--- src/rtl/sys_clk_pkg.sv ---
package sys_clk_pkg;

  localparam int DATA_W = 8;

  typedef enum logic [1:0] {
    DIV_1  = 2'b00,
    DIV_2  = 2'b01,
    DIV_4  = 2'b10,
    DIV_16 = 2'b11
  } div_sel_e;

  typedef struct packed {
    div_sel_e    div;
    logic        drv_hi;
    logic [3:0]  rsvd;
    logic        stop;
  } ctrl_reg_t;

  typedef struct packed {
    logic [5:0]  rsvd;
    logic        sio_f1;
    logic        tmr_f1;
  } psel_reg_t;

  localparam ctrl_reg_t CTRL_RST = '{div: DIV_1, drv_hi: 1'b1, rsvd: 4'h0, stop: 1'b0};
  localparam psel_reg_t PSEL_RST = '{rsvd: 6'h0, sio_f1: 1'b1, tmr_f1: 1'b1};

  function automatic int unsigned div_ratio(div_sel_e sel);
    case (sel)
      DIV_1:   return 1;
      DIV_2:   return 2;
      DIV_4:   return 4;
      default: return 16;
    endcase
  endfunction

endpackage

--- src/rtl/sck_ctrl_reg.sv ---
module sck_ctrl_reg
  import sys_clk_pkg::*;
(
  input  logic      clk_i,
  input  logic      rst_ni,
  input  logic      wr_i,
  input  div_sel_e  wr_div_i,
  input  logic      wr_drv_i,
  input  logic      wr_stop_i,
  input  logic      low_speed_i,
  input  logic      main_off_i,
  input  logic      wake_i,
  output ctrl_reg_t ctrl_o
);

  ctrl_reg_t q, d;
  logic      stop_entry;

  // stop entered while running from the main clock
  assign stop_entry = wr_i && wr_stop_i && !q.stop && !low_speed_i;

  always_comb begin
    d = q;
    if (wr_i) begin
      d.div    = wr_div_i;
      d.drv_hi = wr_drv_i | stop_entry;
      d.stop   = wr_stop_i;
    end
    if (low_speed_i && main_off_i) d.drv_hi = 1'b1;
    if (wake_i)                    d.stop   = 1'b0;
    d.rsvd = '0;
  end

  always_ff @(posedge clk_i or negedge rst_ni) begin
    if (!rst_ni) q <= CTRL_RST;
    else         q <= d;
  end

  assign ctrl_o = q;

endmodule

--- src/rtl/sck_psel_reg.sv ---
module sck_psel_reg
  import sys_clk_pkg::*;
(
  input  logic      clk_i,
  input  logic      rst_ni,
  input  logic      wr_i,
  input  logic      wr_tmr_i,
  input  logic      wr_sio_i,
  output psel_reg_t psel_o
);

  psel_reg_t q;

  always_ff @(posedge clk_i or negedge rst_ni) begin
    if (!rst_ni) begin
      q <= PSEL_RST;
    end else if (wr_i) begin
      q.tmr_f1 <= wr_tmr_i;
      q.sio_f1 <= wr_sio_i;
      q.rsvd   <= '0;
    end
  end

  assign psel_o = q;

endmodule

--- src/rtl/sck_div_gen.sv ---
module sck_div_gen
  import sys_clk_pkg::*;
#(
  parameter int unsigned MAX_DIV = 16,
  parameter int unsigned OVR_DIV = 8
) (
  input  logic     clk_i,
  input  logic     rst_ni,
  input  logic     stop_i,
  input  logic     override_i,
  input  div_sel_e div_sel_i,
  output logic     ce_o
);

  localparam int unsigned CNT_W = $clog2(MAX_DIV);
  localparam int unsigned RAT_W = CNT_W + 1;

  logic [CNT_W-1:0] cnt_q;
  logic [RAT_W-1:0] ratio_q, ratio_new;
  logic             last;

  always_comb begin
    if (override_i) ratio_new = RAT_W'(OVR_DIV);
    else            ratio_new = RAT_W'(div_ratio(div_sel_i));
  end

  assign last = ({1'b0, cnt_q} == (ratio_q - RAT_W'(1)));

  // ratio is reloaded only on a pulse boundary or while stopped
  always_ff @(posedge clk_i or negedge rst_ni) begin
    if (!rst_ni) begin
      cnt_q   <= '0;
      ratio_q <= RAT_W'(1);
    end else if (stop_i || last) begin
      cnt_q   <= '0;
      ratio_q <= ratio_new;
    end else begin
      cnt_q   <= cnt_q + CNT_W'(1);
    end
  end

  assign ce_o = !stop_i && last;

endmodule

--- src/rtl/sys_clk_ctrl.sv ---
module sys_clk_ctrl
  import sys_clk_pkg::*;
#(
  parameter int unsigned ADDR_W    = 2,
  parameter int unsigned CTRL_ADDR = 0,
  parameter int unsigned PSEL_ADDR = 1,
  parameter int unsigned MAX_DIV   = 16,
  parameter int unsigned OVR_DIV   = 8
) (
  input  logic              clk_i,
  input  logic              rst_ni,
  input  logic [ADDR_W-1:0] bus_addr_i,
  input  logic              bus_we_i,
  input  logic [7:0]        bus_wdata_i,
  output logic [7:0]        bus_rdata_o,
  input  logic              wr_en_i,
  input  logic              div_override_i,
  input  logic              low_speed_i,
  input  logic              main_off_i,
  input  logic              wake_i,
  output logic              sys_ce_o,
  output logic              stop_o,
  output logic              drive_hi_o,
  output logic              tmr_sel_f1_o,
  output logic              sio_sel_f1_o
);

  ctrl_reg_t ctrl;
  psel_reg_t psel;
  logic      acc, sel_ctrl, sel_psel;

  assign acc      = bus_we_i && wr_en_i;
  assign sel_ctrl = (bus_addr_i == ADDR_W'(CTRL_ADDR));
  assign sel_psel = (bus_addr_i == ADDR_W'(PSEL_ADDR));

  sck_ctrl_reg u_ctrl (
    .clk_i       (clk_i),
    .rst_ni      (rst_ni),
    .wr_i        (acc && sel_ctrl),
    .wr_div_i    (div_sel_e'(bus_wdata_i[7:6])),
    .wr_drv_i    (bus_wdata_i[5]),
    .wr_stop_i   (bus_wdata_i[0]),
    .low_speed_i (low_speed_i),
    .main_off_i  (main_off_i),
    .wake_i      (wake_i),
    .ctrl_o      (ctrl)
  );

  sck_psel_reg u_psel (
    .clk_i    (clk_i),
    .rst_ni   (rst_ni),
    .wr_i     (acc && sel_psel),
    .wr_tmr_i (bus_wdata_i[0]),
    .wr_sio_i (bus_wdata_i[1]),
    .psel_o   (psel)
  );

  sck_div_gen #(
    .MAX_DIV (MAX_DIV),
    .OVR_DIV (OVR_DIV)
  ) u_div (
    .clk_i      (clk_i),
    .rst_ni     (rst_ni),
    .stop_i     (ctrl.stop),
    .override_i (div_override_i),
    .div_sel_i  (ctrl.div),
    .ce_o       (sys_ce_o)
  );

  always_comb begin
    if (sel_ctrl)      bus_rdata_o = ctrl;
    else if (sel_psel) bus_rdata_o = psel;
    else               bus_rdata_o = '0;
  end

  assign stop_o       = ctrl.stop;
  assign drive_hi_o   = ctrl.drv_hi;
  assign tmr_sel_f1_o = psel.tmr_f1;
  assign sio_sel_f1_o = psel.sio_f1;

endmodule

--- config.mk ---
export PLATFORM = sky130hd
export DESIGN_NAME = sys_clk_ctrl
export DESIGN_NICKNAME = d
export VERILOG_FILES = /design/src/rtl/sys_clk_pkg.sv /design/src/rtl/sck_ctrl_reg.sv /design/src/rtl/sck_psel_reg.sv /design/src/rtl/sck_div_gen.sv /design/src/rtl/sys_clk_ctrl.sv
export SDC_FILE = /design/constraint.sdc
export NUM_CORES = 1
export LEC_CHECK = 0
export BUFFER_PORTS_ARGS = -buffer_cell sky130_fd_sc_hd__buf_2
export CAP_MARGIN = 0
export CORE_ASPECT_RATIO = 1.5
export CORE_UTILIZATION = 25
export DETAILED_ROUTE_END_ITERATION = 8
export MAX_ROUTING_LAYER = met4
export PLACE_DENSITY = 0.48
export SYNTH_ARGS = -nofsm -noshare
export SYNTH_HDL_FRONTEND = slang
export SYNTH_SLANG_ARGS = --single-unit
export TNS_END_PERCENT = 50
--- constraint.sdc ---
create_clock -name clk_i -period 6.5 [get_ports clk_i]
set_clock_uncertainty 0.15 [all_clocks]
set_input_delay 1.3 -clock clk_i [delete_from_list [all_inputs] [get_ports clk_i]]
set_output_delay 1.3 -clock clk_i [all_outputs]
set_load 0.005 [all_outputs]
==> impl_metrics.ini, run 1 <==
[critical_path]
cpMostUsedCell = buf_2
r2r_setup_slack_ns = 4.23
crit_path_cell_trace = buf_2 > nor2_1 > and2_1 > buf_2
cp.required_ns = 5.05
end_kind = output port
critPathBufInv = 2
crit_fanout = 5
cp_slowest_cell = nor2_1
crit_type = in -> out
worstSetupStartpointType = input pin
slowest_delay_ns = 0.23
cp_top_family = simple AND/OR/NAND/NOR gates
arrival_ns = 1.91

[cts]
cts_buffer_depth = 2
cts_hold_buf = 0
cts_max_level = 1
clock_latency_ns = 0.24
clk_pin_slew_ns = 0.05
cts_buffers = 3
cts_setup_buffers = 0
cts_tree = yes
ctsResizeCount = 0
cts_root_buf = clkbuf_8
cts_sinks = 15

[timing]
rsz0062_at_grt = false
clock.fmax_mhz = 297.3
period_share_pct = 51.74
setup_viol = 0
finalCriticalPeriod_ns = 3.363
hold_viol = 0
slew_violations = 0
finalSetupTns_ns = 0

[floorplan]
die-area_um2 = 3536
fp-row-count = 25
die_w_um = 48.89
coreArea_um2 = 3159
dieHeight_um = 72.34
initial_core_util_pct = 26.10
io_pins = 31

[logic_synthesis]
ys_types = 29
ys_dominant_reg_cell = dfrtp_1
synth_edf_count = 0
ys_async_sr_fraction_pct = 100.0
synth_area_leaders = dfrtp_1 33%, dfstp_2 13%, mux2_2 6.8%, xor2_1 4.2%, nand2_1 4.1%
synth_area_leader_cell = dfrtp_1
avgSynthCellArea_um2 = 10.31
synth-seq-area-share_pct = 46.13
netlist.area_leader.share_pct = 33.38
syn-cell-area_um2 = 824.5
synthCells = 80
synth_seq_cells = 15
synthTopCellsByCount = 11 x dfrtp_1, 9 x nand2_1, 8 x nor2_1, 5 x mux2_2
yosys_warnings = 0
yosysMostFrequentCell = dfrtp_1

[drt]
drc_errors = 0
ant_nets = 0
drtIter0Drc = 16
wl_per_cell_um = 10.42
via_per_inst = 4.449
wl_mm = 1.532
drtPass1Iterations = 4
vias = 654

[pwr]
leakagePower_nw = 0.5006
powerDensity_nw_per_um2 = 393.3
clkPwrFrac_pct = 17.9
ir_worst_vdd_v = 0.0001775
p_sw_share_pct = 35.20
power.internal_mw = 0.2612
switchingPower_mw = 0.1419
seq_power_share_pct = 40.4
power_frac_comb_pct = 41.7

[global_route]
grt-ovfl-total = 0
grt.total_usage_pct = 9.946
antenna_found_initial = 0
grt_pass1_vias = 601
grt_first_pass_wirelength_mm = 2.615
grt_max_degree = 16

[place]
portBuffers = 24
dpl.hpwl_mm = 1.280
dpl.cell_count = 143
routabilityCongestion = 0.6774

[final_layout]
diodes = 0
final_cells = 147
area_growth_syn_to_layout_pct = 24.28
layout-drive-gt1-share_pct = 34.58
nets = 128

[status]
status = finished, final reports clean

[job]
drv_cap = 0

[worst_hold_path]
hold_class = reg -> reg
-- placed cells by master, fill, tap and decap left out, types with 3 or more instances in the layout --
| cell | netlist | final |
|---|---|---|
| and2_1 | 3 | 3 |
| buf_2 | 0 | 24 |
| clkbuf_8 | 0 | 3 |
| conb_1 | 1 | 3 |
| dfrtp_1 | 11 | 11 |
| dfstp_2 | 4 | 4 |
| inv_1 | 3 | 3 |
| mux2_2 | 5 | 5 |
| nand2_1 | 9 | 9 |
| nand3_1 | 3 | 3 |
| nor2_1 | 8 | 8 |
| xnor2_1 | 3 | 3 |
| xor2_1 | 4 | 4 |
-- worst paths after layout --
check                            startpoint                to  cells past startpoint
setup / recovery              bus_addr_i[0]    bus_rdata_o[5]                      4
hold / removal               u_div.cnt_q[0]    u_div.cnt_q[0]                      1
setup reg to reg           u_div.ratio_q[0]  u_div.ratio_q[2]                      7
hold reg to reg              u_div.cnt_q[0]    u_div.cnt_q[0]                      1
max in group asynchronous            rst_ni  u_ctrl.ctrl_o[5]                      1
min in group asynchronous            rst_ni    u_div.cnt_q[2]                      1
-- power groups by stage --
stage / clock network [mW] / logic [mW] / registers [mW]
after global placement: 0 / 0.165 / 0.164
after CTS: 0.0760 / 0.172 / 0.164
after global routing: 0.0796 / 0.189 / 0.169
final: 0.0721 / 0.168 / 0.163
after detailed placement: 0 / 0.171 / 0.165
after floorplan: 0 / 0.136 / 0.157
-- registers in the layout, summed over array words and instances (netlist names) --
register,cells
u_div.ratio_q,5
u_ctrl.ctrl_o,4
u_div.cnt_q,4
u_psel.psel_o,2
-- layer usage --
metal	wire (um)	up-vias	GRT usage, %	part of all wire [%]
li1	-	323	-	-
met1	607	296	10.51	40
met2	789	31	17.44	52
met3	100	4	1.468	6.5
met4	34	0	5.882	2.2
met5	0	-	-	0
-- cell families (layout without fill, tap and decap cells) --
family          Yosys count  count (layout)  share of synthesized area, %
fa+ha+maj                 2               2                         3.034
simple gates             33              33                         20.18
other cells               1               3                        0.4548
flops                    15              15                         46.13
buf+inv                   6              31                         4.097
compound gates            8               8                         8.043
mux                       8               8                         10.62
xor+xnor                  7               7                         7.436
-- final cells by class --
type	instances	area [um2]
fill	335	2135
multi-input combinational	61	417.9
clock buffer	4	45.04
sequential	15	380.4
tap	40	50.05
timing repair buffer	24	120.1
inverter	3	11.26
-- stage by stage --
| stage | util (%) | setup slack (ns) | hold WS (ns) | power, mW | area [um2] |
|---|---|---|---|---|---|
| 2_1_floorplan | - | 3.432 | 0.3200 | 0.2931 | 832.0 |
| 3_3_place_gp | 31.01 | 3.124 | 0.3478 | 0.3290 | 979.7 |
| 3_5_place_dp | 31.01 | 3.137 | 0.3597 | 0.3362 | 979.7 |
| 4_1_cts | 32.44 | 3.132 | 0.3662 | 0.4113 | 1025 |
| 5_1_grt | 32.44 | 3.037 | 0.3836 | 0.4380 | 1025 |
| 6_report | 32.44 | 3.137 | 0.3610 | 0.4030 | 1025 |
-- worst register-to-register path, cell delays in order, from the launching register on --
cell and delay, ns:
dfstp_2 0.56, inv_1 0.05, ha_1 0.21, nand2b_1 0.09, xnor2_1 0.07, o41a_1 0.37
o21bai_4 0.28, mux2_2 0.38
(Power assumes the default switching activity.)
==> inputs of run 2 (changes only) <==
--- a/config.mk
+++ b/config.mk
@@ -5,13 +5,14 @@
 export SDC_FILE = /design/constraint.sdc
 export NUM_CORES = 1
 export LEC_CHECK = 0
+export ABC_AREA = 1
 export BUFFER_PORTS_ARGS = -buffer_cell sky130_fd_sc_hd__buf_2
 export CAP_MARGIN = 0
 export CORE_ASPECT_RATIO = 1.5
 export CORE_UTILIZATION = 25
 export DETAILED_ROUTE_END_ITERATION = 8
 export MAX_ROUTING_LAYER = met4
-export PLACE_DENSITY = 0.48
+export PLACE_DENSITY = 0.49
 export SYNTH_ARGS = -nofsm -noshare
 export SYNTH_HDL_FRONTEND = slang
 export SYNTH_SLANG_ARGS = --single-unit
==> constraint.sdc (replaced) <==
create_clock -name clk_i -period 3.05 [get_ports clk_i]
set_clock_uncertainty 0.15 [all_clocks]
set_input_delay 0.61 -clock clk_i [delete_from_list [all_inputs] [get_ports clk_i]]
set_output_delay 0.61 -clock clk_i [all_outputs]
set_load 0.005 [all_outputs]
==> run 2 against run 1 <==
Clock power rose by 120%. Critical path type is now reg -> out. Sequential cell count did not move. Wire length is 21% higher. Sequential share of layout area is 1.9 points lower. Synthesized cell count grew 50%. Die area is 6.0% higher. Utilization fell by 0.56 points. Hold slack lost 0.25 ns. Largest cell class unchanged. Global-route usage up 2.3 points. Critical path depth up 6. Final cell count increased by 29%.
==> impl_metrics.ini, run 2 <==
[floorplan]
dieHeight_um = 74.49
die_w_um = 50.33
initial_core_util_pct = 25.89
io_pins = 31
coreArea_um2 = 3383
die-area_um2 = 3749
fp-row-count = 26

[logic_synthesis]
syn-cell-area_um2 = 875.8
netlist.area_leader.share_pct = 31.43
synth_area_leader_cell = dfrtp_1
synth_area_leaders = dfrtp_1 31%, nand2_1 13%, dfstp_2 12%, inv_1 7.3%, nor2_1 7.3%
ys_dominant_reg_cell = dfrtp_1
avgSynthCellArea_um2 = 7.299
synth_seq_cells = 15
synthCells = 120
yosys_warnings = 0
synthTopCellsByCount = 30 x nand2_1, 17 x inv_1, 17 x nor2_1, 11 x dfrtp_1, 9 x nand3_1
yosysMostFrequentCell = nand2_1
synth-seq-area-share_pct = 43.43
synth_edf_count = 0
ys_async_sr_fraction_pct = 100.0
ys_types = 23

[pwr]
ir_worst_vdd_v = 0.0002760
leakagePower_nw = 0.6080
powerDensity_nw_per_um2 = 785.4

[place]
portBuffers = 24
post-place-ws_ns = 0.6204
routabilityCongestion = 0.8374
dpl.hpwl_mm = 1.566

[final_layout]
mostFrequentLayoutCells = 30 x nand2_1, 24 x buf_2, 17 x inv_1, 17 x nor2_1, 11 x dfrtp_1
nFillCells = 406
multi_input_area_um2 = 405.4
layout_commonest_cell = nand2_1
top_register = u_div.ratio_q
largest_reg_flops = 5
layout-drive-gt1-share_pct = 27.21
nets = 168
diodes = 0
area_growth_syn_to_layout_pct = 23.14
regArea_um2 = 380.4

[drt]
drc_errors = 0
ant_nets = 0
via_per_inst = 4.190
drtIter0Drc = 17
drtPass1Iterations = 4
wl_mm = 1.854
vias = 792
wl_per_cell_um = 9.810

[timing]
clock.fmax_mhz = 374.0
holdWs_ns = 0.1146
finalCriticalPeriod_ns = 2.674
hold_viol = 0
setup_slack_ns = 0.3760
finalSetupTns_ns = 0
period_share_pct = 87.67
setup_viol = 0
slew_violations = 0
rsz0062_at_grt = false

[critical_path]
cp_slowest_cell = dfstp_2
cp.required_ns = 2.29
worstSetupStartpointType = register
cp_top_family = simple AND/OR/NAND/NOR gates
crit_fanout = 7
slowest_delay_ns = 0.56
arrival_ns = 1.91
critPathBufInv = 3
cpMostUsedCell = nor2_1
crit_path_cell_trace = inv_1 > ha_1 > nand2_1 > inv_1 > nor2_1 > nand3_1 > nor2_1 > nand2_2 > nor2_1 > buf_2
end_kind = output port
crit_type = reg -> out

[cts]
cts_max_level = 1
ctsResizeCount = 0
clk_pin_slew_ns = 0.06
cts_hold_buf = 0
cts_tree = yes
cts_buffers = 3
clock_latency_ns = 0.24
cts_setup_buffers = 0
cts_sinks = 15
cts_buffer_depth = 2
cts_root_buf = clkbuf_8

[global_route]
grt_max_degree = 16
antenna_found_initial = 0
grt_pass1_vias = 822
grt.total_usage_pct = 12.25
grt_first_pass_wirelength_mm = 3.360
grt-ovfl-total = 0

[worst_hold_path]
hold_class = in -> async

[status]
status = finished, final reports clean

[job]
drv_cap = 0
-- run 2: worst register-to-register path, delay by kind of cell, from the launching register on --
kind | cells | cell delay [ns]
flip-flops | 1 | 0.56
buffers and inverters | 2 | 0.09
AND/OR/NAND/NOR | 8 | 0.75
adder cells (fa/ha/maj) | 1 | 0.31
-- run 2: kinds of logic (layout without fill, tap and decap cells) --
logic type / Yosys count / in the layout / share of synthesized area (%)
buf+inv: 23 / 48 / 11.14
compound gates: 8 / 8 / 5.144
other cells: 1 / 3 / 0.4282
simple gates: 68 / 68 / 33.71
fa+ha+maj: 2 / 2 / 2.857
xor+xnor: 2 / 2 / 2.000
mux: 1 / 1 / 1.286
flops: 15 / 15 / 43.43
-- run 2: layout make-up --
class / count / area share [%]
Tap cell: 42 / 4.872
Inverter: 20 / 6.961
Multi-Input combinational cell: 84 / 37.59
Clock buffer: 4 / 4.176
Sequential cell: 15 / 35.27
Timing Repair Buffer: 24 / 11.14
-- run 2: worst paths after layout --
check,to,slack (ns),cells after the start,from
setup / recovery,sys_ce_o,0.38,10,u_div.ratio_q[0]
min in group clk_i,u_psel.psel_o[1],0.34,2,u_psel.psel_o[1]
max in group asynchronous,u_psel.psel_o[0],2.33,1,rst_ni
hold / removal,u_ctrl.ctrl_o[6],0.11,1,rst_ni
hold reg to reg,u_psel.psel_o[1],0.34,2,u_psel.psel_o[1]
setup reg to reg,u_div.ratio_q[3],1.12,11,u_div.ratio_q[0]
-- run 2: metrics by stage --
stage / instances / area [um2] / util (%) / total power, mW
6_report: 189 / 1079 / 31.88 / 0.8470
5_1_grt: 189 / 1079 / 31.88 / 0.9461
4_1_cts: 189 / 1079 / 31.88 / 0.8670
3_5_place_dp: 185 / 1033 / 30.55 / 0.7047
3_3_place_gp: 185 / 1033 / 30.55 / 0.6833
2_1_floorplan: 122 / 883.3 / - / 0.6050
-- run 2: report_power, final --
part	total [mW]	switching, mW	internal [mW]
clock network	0.156	0.0640	0.0924
logic	0.357	0.205	0.152
registers	0.333	0.0615	0.272
total	0.847	0.331	0.516
-- run 2: per-layer routing --
metal / wire [um] / track usage (%) / up-vias
met2: 999 / 22.52 / 29
met5: 0 / - / -
met1: 725 / 12.53 / 338
met4: 50 / 5.864 / 0
li1: - / - / 419
met3: 78 / 1.840 / 6
==> inputs of run 3 (changes only) <==
--- a/config.mk
+++ b/config.mk
@@ -12,7 +12,6 @@
 export CORE_UTILIZATION = 25
 export DETAILED_ROUTE_END_ITERATION = 8
 export MAX_ROUTING_LAYER = met4
-export PLACE_DENSITY = 0.49
 export SYNTH_ARGS = -nofsm -noshare
 export SYNTH_HDL_FRONTEND = slang
 export SYNTH_SLANG_ARGS = --single-unit
==> run 3 against run 2 <==
Register-to-register slack hardly changed. Wire length is 11% lower. Die area stayed put. Via count is 1.0% higher. Non-clock buffer count stayed put. Largest cell class unchanged. Highest routed layer unchanged.
==> impl_metrics.ini, run 3 (synthesized netlist as in run 2, its figures left out) <==
[status]
status = finished, final reports clean

[final_layout]
top_register = u_div.ratio_q
multi_input_area_um2 = 405.4
diodes = 0
largest_reg_flops = 5
final_util_pct = 31.88
mostFrequentLayoutCells = 30 x nand2_1, 24 x buf_2, 17 x inv_1, 17 x nor2_1, 11 x dfrtp_1
area_growth_syn_to_layout_pct = 23.14
regArea_um2 = 380.4
layout-drive-gt1-share_pct = 27.21
nFillCells = 383
nets = 168
layout_commonest_cell = nand2_1

[drt]
via_per_inst = 4.233
ant_nets = 0
wl_mm = 1.642
drtIter0Drc = 23
wl_per_cell_um = 8.688
drtPass1Iterations = 4
drc_errors = 0
vias = 800

[critical_path]
r2r_setup_slack_ns = 1.13
crit_type = reg -> out
critPathBufInv = 3
end_kind = output port
slowest_delay_ns = 0.56
worstSetupStartpointType = register
arrival_ns = 1.94
cp_top_family = simple AND/OR/NAND/NOR gates
crit_fanout = 7
cp_slowest_cell = dfstp_2
crit_path_cell_trace = inv_1 > ha_1 > nand2_1 > inv_1 > nor2_1 > nand3_1 > nor2_1 > nand2_2 > nor2_1 > buf_2
cp.required_ns = 2.29
reg2reg_depth = 11
cpMostUsedCell = nor2_1
r2r-end = u_div.ratio_q[0]
r2r_start = u_div.ratio_q[0]

[pwr]
total_power_mw = 0.8389
powerDensity_nw_per_um2 = 777.8
ir_worst_vdd_v = 0.0002950
switchingPower_mw = 0.3245
seq_power_share_pct = 39.2
clkPwrFrac_pct = 18.9
power_frac_comb_pct = 41.9
leakagePower_nw = 0.6080
power.internal_mw = 0.5144
p_sw_share_pct = 38.68

[place]
post-place-ws_ns = 0.6078
dpl.hpwl_mm = 1.340
portBuffers = 24
routabilityCongestion = 0.8390

[global_route]
antenna_found_initial = 0
grt_pass1_vias = 775
grt.total_usage_pct = 11.00
grt-ovfl-total = 0
grt_first_pass_wirelength_mm = 3.029
grt_max_degree = 16

[timing]
period_share_pct = 88.66
clock.fmax_mhz = 369.8
setup_viol = 0
setup_slack_ns = 0.3459
slew_violations = 0
rsz0062_at_grt = false
hold_viol = 0
finalSetupTns_ns = 0
finalCriticalPeriod_ns = 2.704

[cts]
cts_tree = yes
cts_root_buf = clkbuf_8
cts_sinks = 15
cts_buffer_depth = 2
clk_pin_slew_ns = 0.06
cts_max_level = 1
cts_buffers = 3
cts_hold_buf = 0
clock_latency_ns = 0.25
cts_setup_buffers = 0
ctsResizeCount = 0

[floorplan]
die_w_um = 50.33
initial_core_util_pct = 25.89
io_pins = 31
fp-row-count = 26
dieHeight_um = 74.49
coreArea_um2 = 3383
die-area_um2 = 3749

[job]
drv_cap = 0

[worst_hold_path]
hold_class = in -> async
## run 3: cell counts in the layout (fill, tap and decap cells not counted)
Identical to the previous run, type by type.
## run 3: power by group through the flow
stage                     clock network, mW  registers (mW)  logic, mW
after detailed placement                  0           0.334      0.358
after floorplan                           0           0.321      0.284
final                                 0.158           0.329      0.352
after global routing                  0.170           0.341      0.425
after global placement                    0           0.331      0.355
after CTS                             0.162           0.331      0.360
## run 3: per-layer routing
layer	vias up	share of wire [%]	GRT usage, %
met1	344	39	11.35
met5	-	0	-
li1	419	-	-
met2	32	53	20.30
met3	5	5.7	0.6135
met4	0	2.5	6.481
## run 3: worst max-delay path by stage
stage                           startpoint       end  slack (ns)  depth (start not counted)
after floorplan           u_div.ratio_q[0]  sys_ce_o        0.84                          9
final                     u_div.ratio_q[0]  sys_ce_o        0.35                         10
after detailed placement  u_div.ratio_q[0]  sys_ce_o        0.61                         10
after global routing      u_div.ratio_q[0]  sys_ce_o        0.15                         10
after CTS                 u_div.ratio_q[0]  sys_ce_o        0.33                         10
after global placement    u_div.ratio_q[0]  sys_ce_o        0.63                         10
## run 3: stage by stage
step / hold slack [ns] / instances / area (um2)
floorplan: 0.1644 / 122 / 883.3
global placement: 0.3263 / 185 / 1033
detailed placement: 0.3224 / 185 / 1033
CTS: 0.1141 / 189 / 1079
global route: 0.1265 / 189 / 1079
finish: 0.1025 / 189 / 1079
## run 3: final cells by class
cell class,instances,area share (%)
Clock buffer,4,4.176
Timing Repair Buffer,24,11.14
Inverter,20,6.961
Sequential cell,15,35.27
Tap cell,42,4.872
Multi-Input combinational cell,84,37.59
## run 3: worst register-to-register path, cell delays in order (launching register included)
cell and delay, ns:
dfstp_2 0.56, inv_1 0.06, ha_1 0.30, nand2_1 0.07, inv_1 0.04, nor2_1 0.09, nand3_1 0.10, nor2_1 0.12
nand2_2 0.13, nand2_4 0.13, nand2_1 0.07, nand2_1 0.06
